`config.mk`:
```
export PLATFORM = sky130hd
export DESIGN_NAME = pow2_scale_estimator
export DESIGN_NICKNAME = d
export VERILOG_FILES = /design/src/rtl/scale_pkg.sv /design/src/rtl/amax_tracker.sv /design/src/rtl/static_scale_bank.sv /design/src/rtl/scale_calc.sv /design/src/rtl/emit_sequencer.sv /design/src/rtl/pow2_scale_estimator.sv
export SDC_FILE = /design/constraint.sdc
export NUM_CORES = 2
export LEC_CHECK = 0
export BUFFER_PORTS_ARGS = -buffer_cell sky130_fd_sc_hd__buf_2
export CAP_MARGIN = 20
export CORE_MARGIN = 3
export CORE_UTILIZATION = 58
export DETAILED_ROUTE_END_ITERATION = 10
export PLACE_DENSITY = 0.87
export SYNTH_ARGS = -nofsm -noshare
export SYNTH_HDL_FRONTEND = slang
export SYNTH_HIERARCHICAL = 1
export SYNTH_SLANG_ARGS = --single-unit
```
`constraint.sdc`:
```
create_clock -name clk -period 3.65 [get_ports clk]
set_input_delay 0.1825 -clock clk [delete_from_list [all_inputs] [get_ports clk]]
set_output_delay 0.1825 -clock clk [all_outputs]
set_load 0.01 [all_outputs]
```
`src/rtl/scale_pkg.sv`:
```
// Package: shared types and helpers for the power-of-two scale estimator.
// Assumes FP32 elements in the usual sign/8-bit exponent/23-bit fraction layout.
package scale_pkg;

    localparam int MAG_W = 31;   // magnitude bits of an FP32 word
    localparam int EXP_W = 9;    // width of a scale exponent
    localparam int BO_W  = 3;    // width of the backoff exponent

    typedef enum logic {
        FMT_E4M3 = 1'b0,
        FMT_E5M2 = 1'b1
    } fp8_fmt_e;

    // Settings captured when a batch is accepted
    typedef struct packed {
        logic            dyn;
        logic            per_chan;
        fp8_fmt_e        fmt;
        logic [BO_W-1:0] backoff;
    } batch_cfg_t;

    // Exponent of the largest power of two not above the format's largest value
    function automatic logic signed [9:0] fmt_emax(fp8_fmt_e f);
        return (f == FMT_E5M2) ? 10'sd15 : 10'sd8;
    endfunction

    // True for finite normal FP32 values (exponent field neither 0 nor all ones)
    function automatic logic is_finite_normal(logic [31:0] v);
        return (v[30:23] != 8'h00) && (v[30:23] != 8'hFF);
    endfunction

endpackage

```
`src/rtl/amax_tracker.sv`:
```
// Module: amax_tracker
// Keeps the running maximum magnitude of each scaling group. In per-tensor
// mode all elements fold into slot 0. It presents the maxima with the current
// element already applied, so that a snapshot taken in the closing cycle
// includes that element. Assumes per_chan is stable within a batch.
module amax_tracker
    import scale_pkg::*;
#(
    parameter int NCH = 16,
    parameter int CW  = 4
) (
    input  logic                           clk,
    input  logic                           rst_n,
    input  logic                           in_valid,
    input  logic [31:0]                    in_value,
    input  logic [CW-1:0]                  in_chan,
    input  logic                           per_chan,
    input  logic                           clear,
    output logic [NCH-1:0][MAG_W-1:0]      amax_next
);

    logic [NCH-1:0][MAG_W-1:0] amax_q;
    logic                      eligible;
    logic [CW-1:0]             slot;

    // Decide whether and where the current element lands
    always_comb begin
        eligible = in_valid && is_finite_normal(in_value);
        slot     = per_chan ? in_chan : '0;
    end

    for (genvar g = 0; g < NCH; g++) begin : g_slot
        // Candidate maximum for this group with the current element applied
        always_comb begin
            if (eligible && (slot == CW'(g)) && (in_value[MAG_W-1:0] > amax_q[g]))
                amax_next[g] = in_value[MAG_W-1:0];
            else
                amax_next[g] = amax_q[g];
        end

        // only a batch accept may lower a maximum
        p_amax_no_decrease_r8: assert property (@(posedge clk) disable iff (!rst_n)
            ($past(rst_n) && !$past(clear)) |-> (amax_q[g] >= $past(amax_q[g])));

        // a non-finite value never becomes a maximum
        p_amax_finite_r2: assert property (@(posedge clk) disable iff (!rst_n)
            $past(rst_n) |-> (amax_q[g][30:23] != 8'hFF));

        // with no element and no accept, maxima hold
        p_amax_hold_r2: assert property (@(posedge clk) disable iff (!rst_n)
            ($past(rst_n) && !$past(in_valid) && !$past(clear)) |-> $stable(amax_q[g]));
    end

    // Maxima registers: cleared on reset and on batch accept
    always_ff @(posedge clk) begin
        if (!rst_n)
            amax_q <= '0;
        else if (clear)
            amax_q <= '0;
        else
            amax_q <= amax_next;
    end

endmodule

```
`src/rtl/static_scale_bank.sv`:
```
// Module: static_scale_bank
// Holds one software-written scale exponent per group for static mode.
// A single write port and a single combinational read port.
module static_scale_bank
    import scale_pkg::*;
#(
    parameter int NCH = 16,
    parameter int CW  = 4
) (
    input  logic                    clk,
    input  logic                    rst_n,
    input  logic                    wr_en,
    input  logic [CW-1:0]           wr_idx,
    input  logic signed [EXP_W-1:0] wr_exp,
    input  logic [CW-1:0]           rd_idx,
    output logic signed [EXP_W-1:0] rd_exp
);

    logic signed [EXP_W-1:0] regs_q [NCH];

    // Register writes; indices beyond NCH are dropped
    always_ff @(posedge clk) begin
        if (!rst_n) begin
            for (int i = 0; i < NCH; i++) regs_q[i] <= '0;
        end else if (wr_en && (int'(wr_idx) < NCH)) begin
            regs_q[wr_idx] <= wr_exp;
        end
    end

    // Read port
    always_comb begin
        rd_exp = (int'(rd_idx) < NCH) ? regs_q[rd_idx] : '0;
    end

endmodule

```
`src/rtl/scale_calc.sv`:
```
// Module: scale_calc
// Turns a maximum magnitude into ceil(log2(amax)) + backoff - format exponent.
// Assumes the magnitude is zero or a finite normal FP32 magnitude.
module scale_calc
    import scale_pkg::*;
(
    input  logic [MAG_W-1:0]        mag,
    input  fp8_fmt_e                fmt,
    input  logic [BO_W-1:0]         backoff,
    output logic signed [EXP_W-1:0] exp_o
);

    logic signed [9:0] ceil_e;
    logic signed [9:0] res;

    // Ceiling log2 from exponent field, then margin and format offset
    always_comb begin
        ceil_e = $signed({2'b00, mag[30:23]}) - 10'sd127
               + $signed({9'd0, |mag[22:0]});
        res    = ceil_e + $signed({7'd0, backoff}) - fmt_emax(fmt);
        exp_o  = (mag == '0) ? '0 : res[EXP_W-1:0];
    end

endmodule

```
`src/rtl/emit_sequencer.sv`:
```
// Module: emit_sequencer
// Accepts a batch close when idle, snapshots maxima and settings, then walks
// the groups one per cycle and registers each result. A close that arrives
// while walking is ignored.
module emit_sequencer
    import scale_pkg::*;
#(
    parameter int NCH = 16,
    parameter int CW  = 4
) (
    input  logic                       clk,
    input  logic                       rst_n,
    input  logic                       batch_end,
    input  batch_cfg_t                 cfg_in,
    input  logic [NCH-1:0][MAG_W-1:0]  amax_in,
    input  logic signed [EXP_W-1:0]    dyn_exp,
    input  logic signed [EXP_W-1:0]    static_exp,
    output logic                       accept,
    output logic [CW-1:0]              cur_idx,
    output logic [MAG_W-1:0]           cur_amax,
    output batch_cfg_t                 cur_cfg,
    output logic                       scale_valid,
    output logic [CW-1:0]              scale_group,
    output logic signed [EXP_W-1:0]    scale_exp
);

    logic                      busy_q;
    logic [CW-1:0]             cnt_q;
    logic [NCH-1:0][MAG_W-1:0] snap_q;
    batch_cfg_t                snap_cfg_q;
    logic [CW-1:0]             last_idx;

    // Accept decision and current group selection
    always_comb begin
        accept   = batch_end && !busy_q;
        last_idx = snap_cfg_q.per_chan ? CW'(NCH - 1) : '0;
        cur_idx  = cnt_q;
        cur_amax = snap_q[cnt_q];
        cur_cfg  = snap_cfg_q;
    end

    // Snapshot on accept, then step through the groups
    always_ff @(posedge clk) begin
        if (!rst_n) begin
            busy_q     <= 1'b0;
            cnt_q      <= '0;
            snap_q     <= '0;
            snap_cfg_q <= '0;
        end else if (accept) begin
            busy_q     <= 1'b1;
            cnt_q      <= '0;
            snap_q     <= amax_in;
            snap_cfg_q <= cfg_in;
        end else if (busy_q) begin
            cnt_q <= cnt_q + CW'(1);
            if (cnt_q == last_idx) busy_q <= 1'b0;
        end
    end

    // Output register: one result per walking cycle
    always_ff @(posedge clk) begin
        if (!rst_n) begin
            scale_valid <= 1'b0;
            scale_group <= '0;
            scale_exp   <= '0;
        end else begin
            scale_valid <= busy_q;
            scale_group <= cnt_q;
            scale_exp   <= snap_cfg_q.dyn ? dyn_exp : static_exp;
        end
    end

    // consecutive results count groups upward
    p_group_order_r6: assert property (@(posedge clk) disable iff (!rst_n)
        (scale_valid && $past(scale_valid)) |-> (scale_group == $past(scale_group) + CW'(1)));

    // every run of results starts at group 0
    p_first_group_r6: assert property (@(posedge clk) disable iff (!rst_n)
        $rose(scale_valid) |-> (scale_group == '0));

    // per-tensor batches only ever report group 0
    p_tensor_single_r5: assert property (@(posedge clk) disable iff (!rst_n)
        (scale_valid && !snap_cfg_q.per_chan) |-> (scale_group == '0));

    // a close during walking leaves the walk running
    p_close_ignored_r10: assert property (@(posedge clk) disable iff (!rst_n)
        (busy_q && batch_end && (cnt_q != last_idx)) |=> (busy_q && (cnt_q == $past(cnt_q) + CW'(1))));

endmodule

```
`src/rtl/pow2_scale_estimator.sv`:
```
// Module: pow2_scale_estimator (top)
// Per-batch power-of-two scale estimation for an 8-bit float target, per
// tensor or per channel, from measured maxima or from static registers.
// Assumes settings other than those sampled at accept are stable per batch.
module pow2_scale_estimator
    import scale_pkg::*;
#(
    parameter int  NCH = 16,
    localparam int CW  = (NCH > 1) ? $clog2(NCH) : 1
) (
    input  logic                    clk,
    input  logic                    rst_n,
    input  logic                    in_valid,
    input  logic [31:0]             in_value,
    input  logic [CW-1:0]           in_chan,
    input  logic                    batch_end,
    input  logic                    dyn_mode,
    input  logic                    per_chan,
    input  logic                    fmt_sel,
    input  logic [2:0]              backoff_log2,
    input  logic                    st_wr,
    input  logic [CW-1:0]           st_idx,
    input  logic signed [8:0]       st_exp,
    output logic                    scale_valid,
    output logic [CW-1:0]           scale_group,
    output logic signed [8:0]       scale_exp
);

    batch_cfg_t                cfg_live;
    batch_cfg_t                cur_cfg;
    logic                      accept;
    logic [NCH-1:0][MAG_W-1:0] amax_next;
    logic [CW-1:0]             cur_idx;
    logic [MAG_W-1:0]          cur_amax;
    logic signed [EXP_W-1:0]   dyn_exp;
    logic signed [EXP_W-1:0]   static_exp;

    // Gather the live settings into one capture word
    always_comb begin
        cfg_live.dyn      = dyn_mode;
        cfg_live.per_chan = per_chan;
        cfg_live.fmt      = fp8_fmt_e'(fmt_sel);
        cfg_live.backoff  = backoff_log2;
    end

    amax_tracker #(.NCH(NCH), .CW(CW)) i_tracker (
        .clk       (clk),
        .rst_n     (rst_n),
        .in_valid  (in_valid),
        .in_value  (in_value),
        .in_chan   (in_chan),
        .per_chan  (per_chan),
        .clear     (accept),
        .amax_next (amax_next)
    );

    static_scale_bank #(.NCH(NCH), .CW(CW)) i_bank (
        .clk    (clk),
        .rst_n  (rst_n),
        .wr_en  (st_wr),
        .wr_idx (st_idx),
        .wr_exp (st_exp),
        .rd_idx (cur_idx),
        .rd_exp (static_exp)
    );

    scale_calc i_calc (
        .mag     (cur_amax),
        .fmt     (cur_cfg.fmt),
        .backoff (cur_cfg.backoff),
        .exp_o   (dyn_exp)
    );

    emit_sequencer #(.NCH(NCH), .CW(CW)) i_seq (
        .clk         (clk),
        .rst_n       (rst_n),
        .batch_end   (batch_end),
        .cfg_in      (cfg_live),
        .amax_in     (amax_next),
        .dyn_exp     (dyn_exp),
        .static_exp  (static_exp),
        .accept      (accept),
        .cur_idx     (cur_idx),
        .cur_amax    (cur_amax),
        .cur_cfg     (cur_cfg),
        .scale_valid (scale_valid),
        .scale_group (scale_group),
        .scale_exp   (scale_exp)
    );

    // a zero maximum in dynamic mode yields exponent 0
    p_zero_amax_r4: assert property (@(posedge clk) disable iff (!rst_n)
        ($past(rst_n) && $past(i_seq.busy_q) && $past(cur_cfg.dyn) && ($past(cur_amax) == '0))
        |-> (scale_exp == '0));

endmodule

```
# After elaboration in Yosys (flattened, before gate mapping)
# Memory sizes are Yosys's and may differ from the RTL's. A register that Yosys moved wholly into a read port is not among the register bits.
# Cells that the tools add are included.
[word_totals]
ff_bits = 1017
mem_bits_rw = 144
input_bits = 60
output_inout_bits = 14
elab_cells = 159
memories = 1
[mem_list]
columns = ["memory", "words", "width", "read_ports", "rd_ports_with_merged_regs", "wr", "line_no", "source"]
rows = [
  ["i_bank.regs_q", 16, 9, 1, 1, 16, "static_scale_bank.sv:19", "logic signed [EXP_W-1:0] regs_q [NCH];"],
]
[op_classes]
addsub = 5
magnitude_cmp = 17
n_eq_ne = 17
mux = 35
bitwise = 1
n_reduce_logical = 42
[ops]
columns = ["op", "n"]
rows = [
  ["31-bit 2-to-1 mux", 17],
  ["31-bit greater-than comparator", 16],
  ["31-bit binary-select mux with 4-bit select", 1],
  ["1-bit logical AND", 35],
  ["4-bit == test (second input constant)", 8],
  ["31-bit logical NOT", 1],
  ["9-bit 2-to-1 mux", 3],
  ["23-bit OR reduction", 1],
  ["4-bit 2-to-1 mux", 5],
  ["4-bit by 3-bit == test with 1-bit output (second input constant)", 4],
  ["9-bit by 2-bit adder with 9-bit output", 1],
  ["9-bit by 4-bit adder with 9-bit output", 1],
  ["9-bit OR reduction", 1],
  ["8-bit by 7-bit subtractor with 9-bit output (second input constant)", 1],
  ["9-bit subtractor", 1],
  ["4-bit by 2-bit == test with 1-bit output (second input constant)", 2],
  ["1-bit 2-to-1 mux", 8],
  ["8-bit inequality test (second input constant)", 1],
  ["8-bit nonzero test", 1],
  ["4-bit by 5-bit less-than comparator with 1-bit output (second input constant)", 1],
  ["4-bit by 1-bit adder with 4-bit output (second input constant)", 1],
  ["4-bit by 1-bit == test with 1-bit output (second input constant)", 1],
  ["4-bit == test", 1],
  ["4-bit logical NOT", 1],
  ["4 further kinds", 4],
]

# Depth between registers and ports, before layout
[depth]
word_depth = 8
mapped_depth = 21
depth_no_buf = 18

# Hierarchy
# The synthesis kept the hierarchy.
[by_module_without_submodules]
columns = ["mod", "n_inst", "cells_each", "area_per_inst_um2", "seq_area_each_um2"]
rows = [
  ["amax_tracker", 1, 4064, 37121.9, 9929.5],
  ["emit_sequencer", 1, 2526, 23289.8, 10430.0],
  ["static_scale_bank", 1, 416, 6655.1, 4324.1],
  ["scale_calc", 1, 73, 559.3, 0.0],
]

# Worst setup path before layout
# Ideal clock, no wire load.
[synth_timing]
path_type = "reg2reg"
startpoint = "register i_seq.cnt_q[3] (netlist: i_seq/cur_idx[3])"
endpoint = "register i_seq.scale_exp[7]"
setup_ps = 116
t_arrival_ps = 3849
required_ps = 3534
setup_slack_ps = -316
path_stages_with_launch = 20
path_buffers = 3
synth_period_minus_slack_ps = 3966
path_cell_list = "dfxtp_1 -> buf_2 -> nand2b_1 -> clkbuf_1 -> clkbuf_1 -> o22ai_1 -> a21oi_1 -> inv_1 -> fa_1 -> fa_1 -> inv_1 -> ha_1 -> fa_1 -> a21o_1 -> a21oi_1 -> o21bai_1 -> xnor2_1 -> nor2_1 -> mux2i_1 -> nor2b_1"
[synth_via]
elab_chain_len = 8
elab_cells_between_ends = 10
classes_between = "4 x add/sub; 4 x mux; 2 x reduce/logical"
[synth_rtl]
columns = ["element", "line_no", "source"]
rows = [
  ["start, declared", "emit_sequencer.sv:28", "logic [CW-1:0] cnt_q;"],
  ["start signal, assigned", "emit_sequencer.sv:55", "cnt_q <= cnt_q + CW'(1);"],
  ["31-bit binary-select mux with 4-bit select (*)", "emit_sequencer.sv:38", "cur_amax = snap_q[cnt_q];"],
  ["31-bit 2-to-1 mux (implied by the code) (*)", "emit_sequencer.sv:38", ""],
  ["net cur_amax[23]", "pow2_scale_estimator.sv:34", "logic [MAG_W-1:0] cur_amax;"],
  ["8-bit by 7-bit subtractor with 9-bit output", "scale_calc.sv:18", "ceil_e = $signed({2'b00, mag[30:23]}) - 10'sd127"],
  ["9-bit by 2-bit adder with 9-bit output", "scale_calc.sv:19", "+ $signed({9'd0, |mag[22:0]});"],
  ["9-bit by 4-bit adder with 9-bit output", "scale_calc.sv:20", "res = ceil_e + $signed({7'd0, backoff}) - fmt_emax(fmt);"],
  ["9-bit subtractor", "scale_calc.sv:20", ""],
  ["9-bit 2-to-1 mux (*)", "scale_calc.sv:21", "exp_o = (mag == '0) ? '0 : res[EXP_W-1:0];"],
  ["net dyn_exp[7]", "pow2_scale_estimator.sv:35", "logic signed [EXP_W-1:0] dyn_exp;"],
  ["9-bit 2-to-1 mux (*)", "emit_sequencer.sv:69", "scale_exp <= snap_cfg_q.dyn ? dyn_exp : static_exp;"],
  ["end signal, assigned", "emit_sequencer.sv:69", ""],
  ["end, declared", "emit_sequencer.sv:24", "output logic signed [EXP_W-1:0] scale_exp"],
]
# The timed path passes the listed nets; every way through them passes the cells marked *. The select of a mux whose other input is x is not followed.
# A chain may end at the register's enable or synchronous reset.

# Worst setup path in the final report
[layout_timing]
startpoint = "register i_seq.cnt_q[0] (netlist: i_seq/cur_idx[0])"
endpoint = "register i_seq.scale_exp[5]"
[layout_via]
elab_chain_len = 8
elab_cells_between_ends = 10
classes_between = "4 x add/sub; 4 x mux; 2 x reduce/logical"
[layout_rtl]
columns = ["element", "line_no"]
rows = [
  ["31-bit binary-select mux with 4-bit select (*)", "emit_sequencer.sv:38"],
  ["31-bit 2-to-1 mux (implied by the code) (*)", "emit_sequencer.sv:38"],
  ["net cur_amax[19]", "pow2_scale_estimator.sv:34"],
  ["23-bit OR reduction", "scale_calc.sv:19"],
  ["9-bit by 2-bit adder with 9-bit output", "scale_calc.sv:19"],
  ["9-bit by 4-bit adder with 9-bit output", "scale_calc.sv:20"],
  ["9-bit subtractor", "scale_calc.sv:20"],
  ["9-bit 2-to-1 mux (*)", "scale_calc.sv:21"],
  ["net dyn_exp[5]", "pow2_scale_estimator.sv:35"],
  ["9-bit 2-to-1 mux (*)", "emit_sequencer.sv:69"],
]
# Marks and branches as above.

==> metrics.md <==
| Metric | Value |
|---|---|
| Slew HR | `0.103` |
| Global Route Usage Sum | `0.363` |
| Clock transition at the registers of the reported paths | `0.06 ns` |
| Total die area | `0.121 mm²` |
| Hpwl dp | `156 mm` |
| Maxcap violations | `0` |
| Area of the core | `0.115 mm²` |
| RSZ-0062 raised after global routing | `true` |
| Layout cells sized above 1 | `0.192` |
| Syn. warnings | `6` |
| Initial antenna violation count | `13` |
| Critical path required time | `4.29 ns` |
| Clk sink count | `1,161` |
| First-pass GRT wire length | `337 mm` |
| Status | `finished, violations left` |
| Layout area overhead | `13.5%` |
| Sequential-to-total area share from yosys stat | `0.365` |
| TritonCTS Buffers | `119` |
| Slew Viols, Final | `0` |
| WL/cell | `25.5 µm` |
| Commonest non-fill, non-tap cell in the layout | `nand2_1` |
| Yosys cell types | `68` |
| Period utilization | `1.21` |
| Total global routing overflow | `0` |
| Synth Instances | `7,079` |
| Pleak | `32.2 nW` |
| # IOs | `74` |
| Kind of critical path | `flip-flop to flip-flop` |
| Gpl congestion | `1.05` |
| Post-Place Worst Slack | `-1.03 ns` |
| Avg Inst Size Synth | `9.55 µm²` |
| Clk root buf | `clkbuf_16` |
| Fill count | `8,002` |
| Post-synth top area share | `0.301` |
| Skew-Pair Late Insertion Delay | `0.78 ns` |
| Number of flops mapped to enable cells by yosys | `144` |
| Yosys reg bits | `1,161` |
| Most frequent cells in the layout | `1,686 x nand2_1, 1,013 x dfxtp_1, 542 x mux2i_1` |
| Post-synthesis net count | `7,654` |
| DRC | `0` |
| Data arrival time of the critical path | `5.06 ns` |
| Largest net degree at the start of global routing | `271` |
| Die height | `347 µm` |
| Skew final | `0.0743 ns` |
| DR pass1 iterations | `7` |
| CP max FO | `13` |
| Maximum clock path buffer count | `3` |
| Routed wire length | `227 mm` |
| Row cnt | `124` |
| Final hold violations | `0` |
| Port Buffer Count | `72` |
| Most used DFF post-synth | `dfxtp_1` |
| PwrDens | `385 mW/mm²` |
| Synthesized area | `0.0676 mm²` |
| Asr flop ratio synth | `0` |
| Nets | `7,878` |
| Failing checks | `setup timing` |
| DR iter-0 viols | `7,849` |
| Startpoint Class | `flip-flop` |
| Final setup fails | `42` |
| Fin worst setup slack | `-0.770 ns` |
| HP Class | `input pin to flip-flop` |
| Crit end category | `flip-flop` |
| Minimum clock period | `4.42 ns` |
| Starting density of the core | `0.588` |
| Area leader, netlist | `dfxtp_1` |
| Max Clk Rate | `0.226 GHz` |
| Top cells by area, synth | `dfxtp_1 30%, ha_1 9.5%, nand2_1 9.4%, mux2i_1 8.1%, edfxtp_1 6.4%` |
| Slew @ Worst Pin | `1.33 ns` |
| Via-to-Cell Ratio | `6.35` |
| Routed Antenna Nets | `0` |
| Vias | `56,700` |
| TritonCTS clock tree | `built` |
| Die Width | `347 µm` |
| Vias in the first global route | `55,200` |
| Hold_ws | `0.0995 ns` |
| Worst IR drop on VDD | `0.454 mV` |
| H-Tree Depth | `3` |
==> final timing paths <==
kind	from	end	slack, ns	cells after the start
max	i_seq/cur_idx[0]	i_seq/scale_exp[5]	-0.77	20
min	in_value[25]	i_seq/snap_q[397]	0.1	5
max reg2reg	i_seq/cur_idx[0]	i_seq/scale_exp[5]	-0.77	20
min reg2reg	i_seq/snap_q[60]	i_seq/snap_q[60]	0.45	2
==> synthesized netlist by cell type (all sizes together) (152+ instances only) <==
| cell | instances |
|---|---|
| a21boi | 508 |
| a21oi | 220 |
| and2 | 152 |
| buf | 271 |
| clkbuf | 210 |
| dfxtp | 1017 |
| ha | 511 |
| inv | 509 |
| mux2 | 499 |
| mux2i | 547 |
| mux4 | 153 |
| nand2 | 1689 |
==> flip-flops by register name, summed over array words and instances (netlist names) <==
name,cells
i_bank/regs_q,144
i_seq/busy_q,1
i_seq/cur_cfg,6
i_seq/cur_idx,4
i_seq/scale_exp,9
i_seq/scale_group,4
i_seq/scale_valid,1
i_seq/snap_q,496
i_tracker/amax_q,496
==> what timing repair did <==
item	4_1_cts	5_1_grt
hold buffers	18	0
hold endpoints to repair	156	0
cloned	3	1
pin swaps	22	13
setup buffers	18	9
setup endpoints to repair	9	49
resized for setup	51	25
==> final cells by class <==
class	count	area (µm²)	share of cell area
repair buffers	585	5580	0.0727
well taps	1512	1890	0.0246
flip-flops and latches	1161	24700	0.322
multi-input cells	4926	38500	0.501
clock inverters	49	712	0.00927
clock buffers	172	3470	0.0452
diodes	12	30.0	0.000391
inverters	510	1930	0.0251
==> per-stage QoR <==
step | instances | area (µm²) | util | power, mW | setup TNS (ns)
detailed placement | 8648 | 71800 | 0.625 | 16.4 | -6.60
finish | 8927 | 76800 | 0.668 | 29.6 | -5.78
global route | 8915 | 76700 | 0.668 | 30.2 | -4.90
floorplan | 7079 | 67700 | - | 15.2 | 0
CTS | 8908 | 76600 | 0.666 | 29.3 | -3.05
global placement | 8648 | 71800 | 0.625 | 16.3 | -7.04
==> routing by layer <==
metal / vias to the layer above / wire (µm) / GRT usage
met1: 27300 / 86400 / 0.478
met2: 3708 / 93800 / 0.529
met5: - / 79 / 0
li1: 24800 / - / -
met4: 12 / 15900 / 0.217
met3: 886 / 31300 / 0.107
==> where the power goes <==
| part | internal [mW] | switching [mW] | total (mW) |
|---|---|---|---|
| Clock | 7.54 | 5.55 | 13.1 |
| Combinational | 1.21 | 2.07 | 3.28 |
| Sequential | 13.1 | 0.117 | 13.2 |
| Total | 21.8 | 7.74 | 29.6 |
==> critical path, stage by stage, from the launching register on <==
cell and delay [ns]:
dfxtp_4 0.40, buf_12 0.18, buf_16 0.20, mux4_1 0.61, mux2i_2 0.23, a21oi_2 0.12
nor4_2 0.29, buf_4 0.15, nand4_1 0.25, nor2_2 0.21, inv_1 0.06, ha_2 0.18
ha_4 0.16, fa_2 0.35, a21o_1 0.20, a21oi_2 0.15, buf_4 0.13, xor2_1 0.16
nor2_1 0.07, mux2i_1 0.13, nor2b_1 0.06
==> logic make-up (layout without fill, tap and decap cells) <==
family,count (synthesis),count (layout),synth area share
other cells,0,12,0
fa+ha+maj,515,515,0.0957
simple gates,2207,2207,0.140
mux,1199,1199,0.227
compound gates,999,999,0.0997
buf+inv,992,1316,0.0718
xor+xnor,6,6,0.000777
flops,1161,1161,0.365
(Power assumes the default switching activity.)
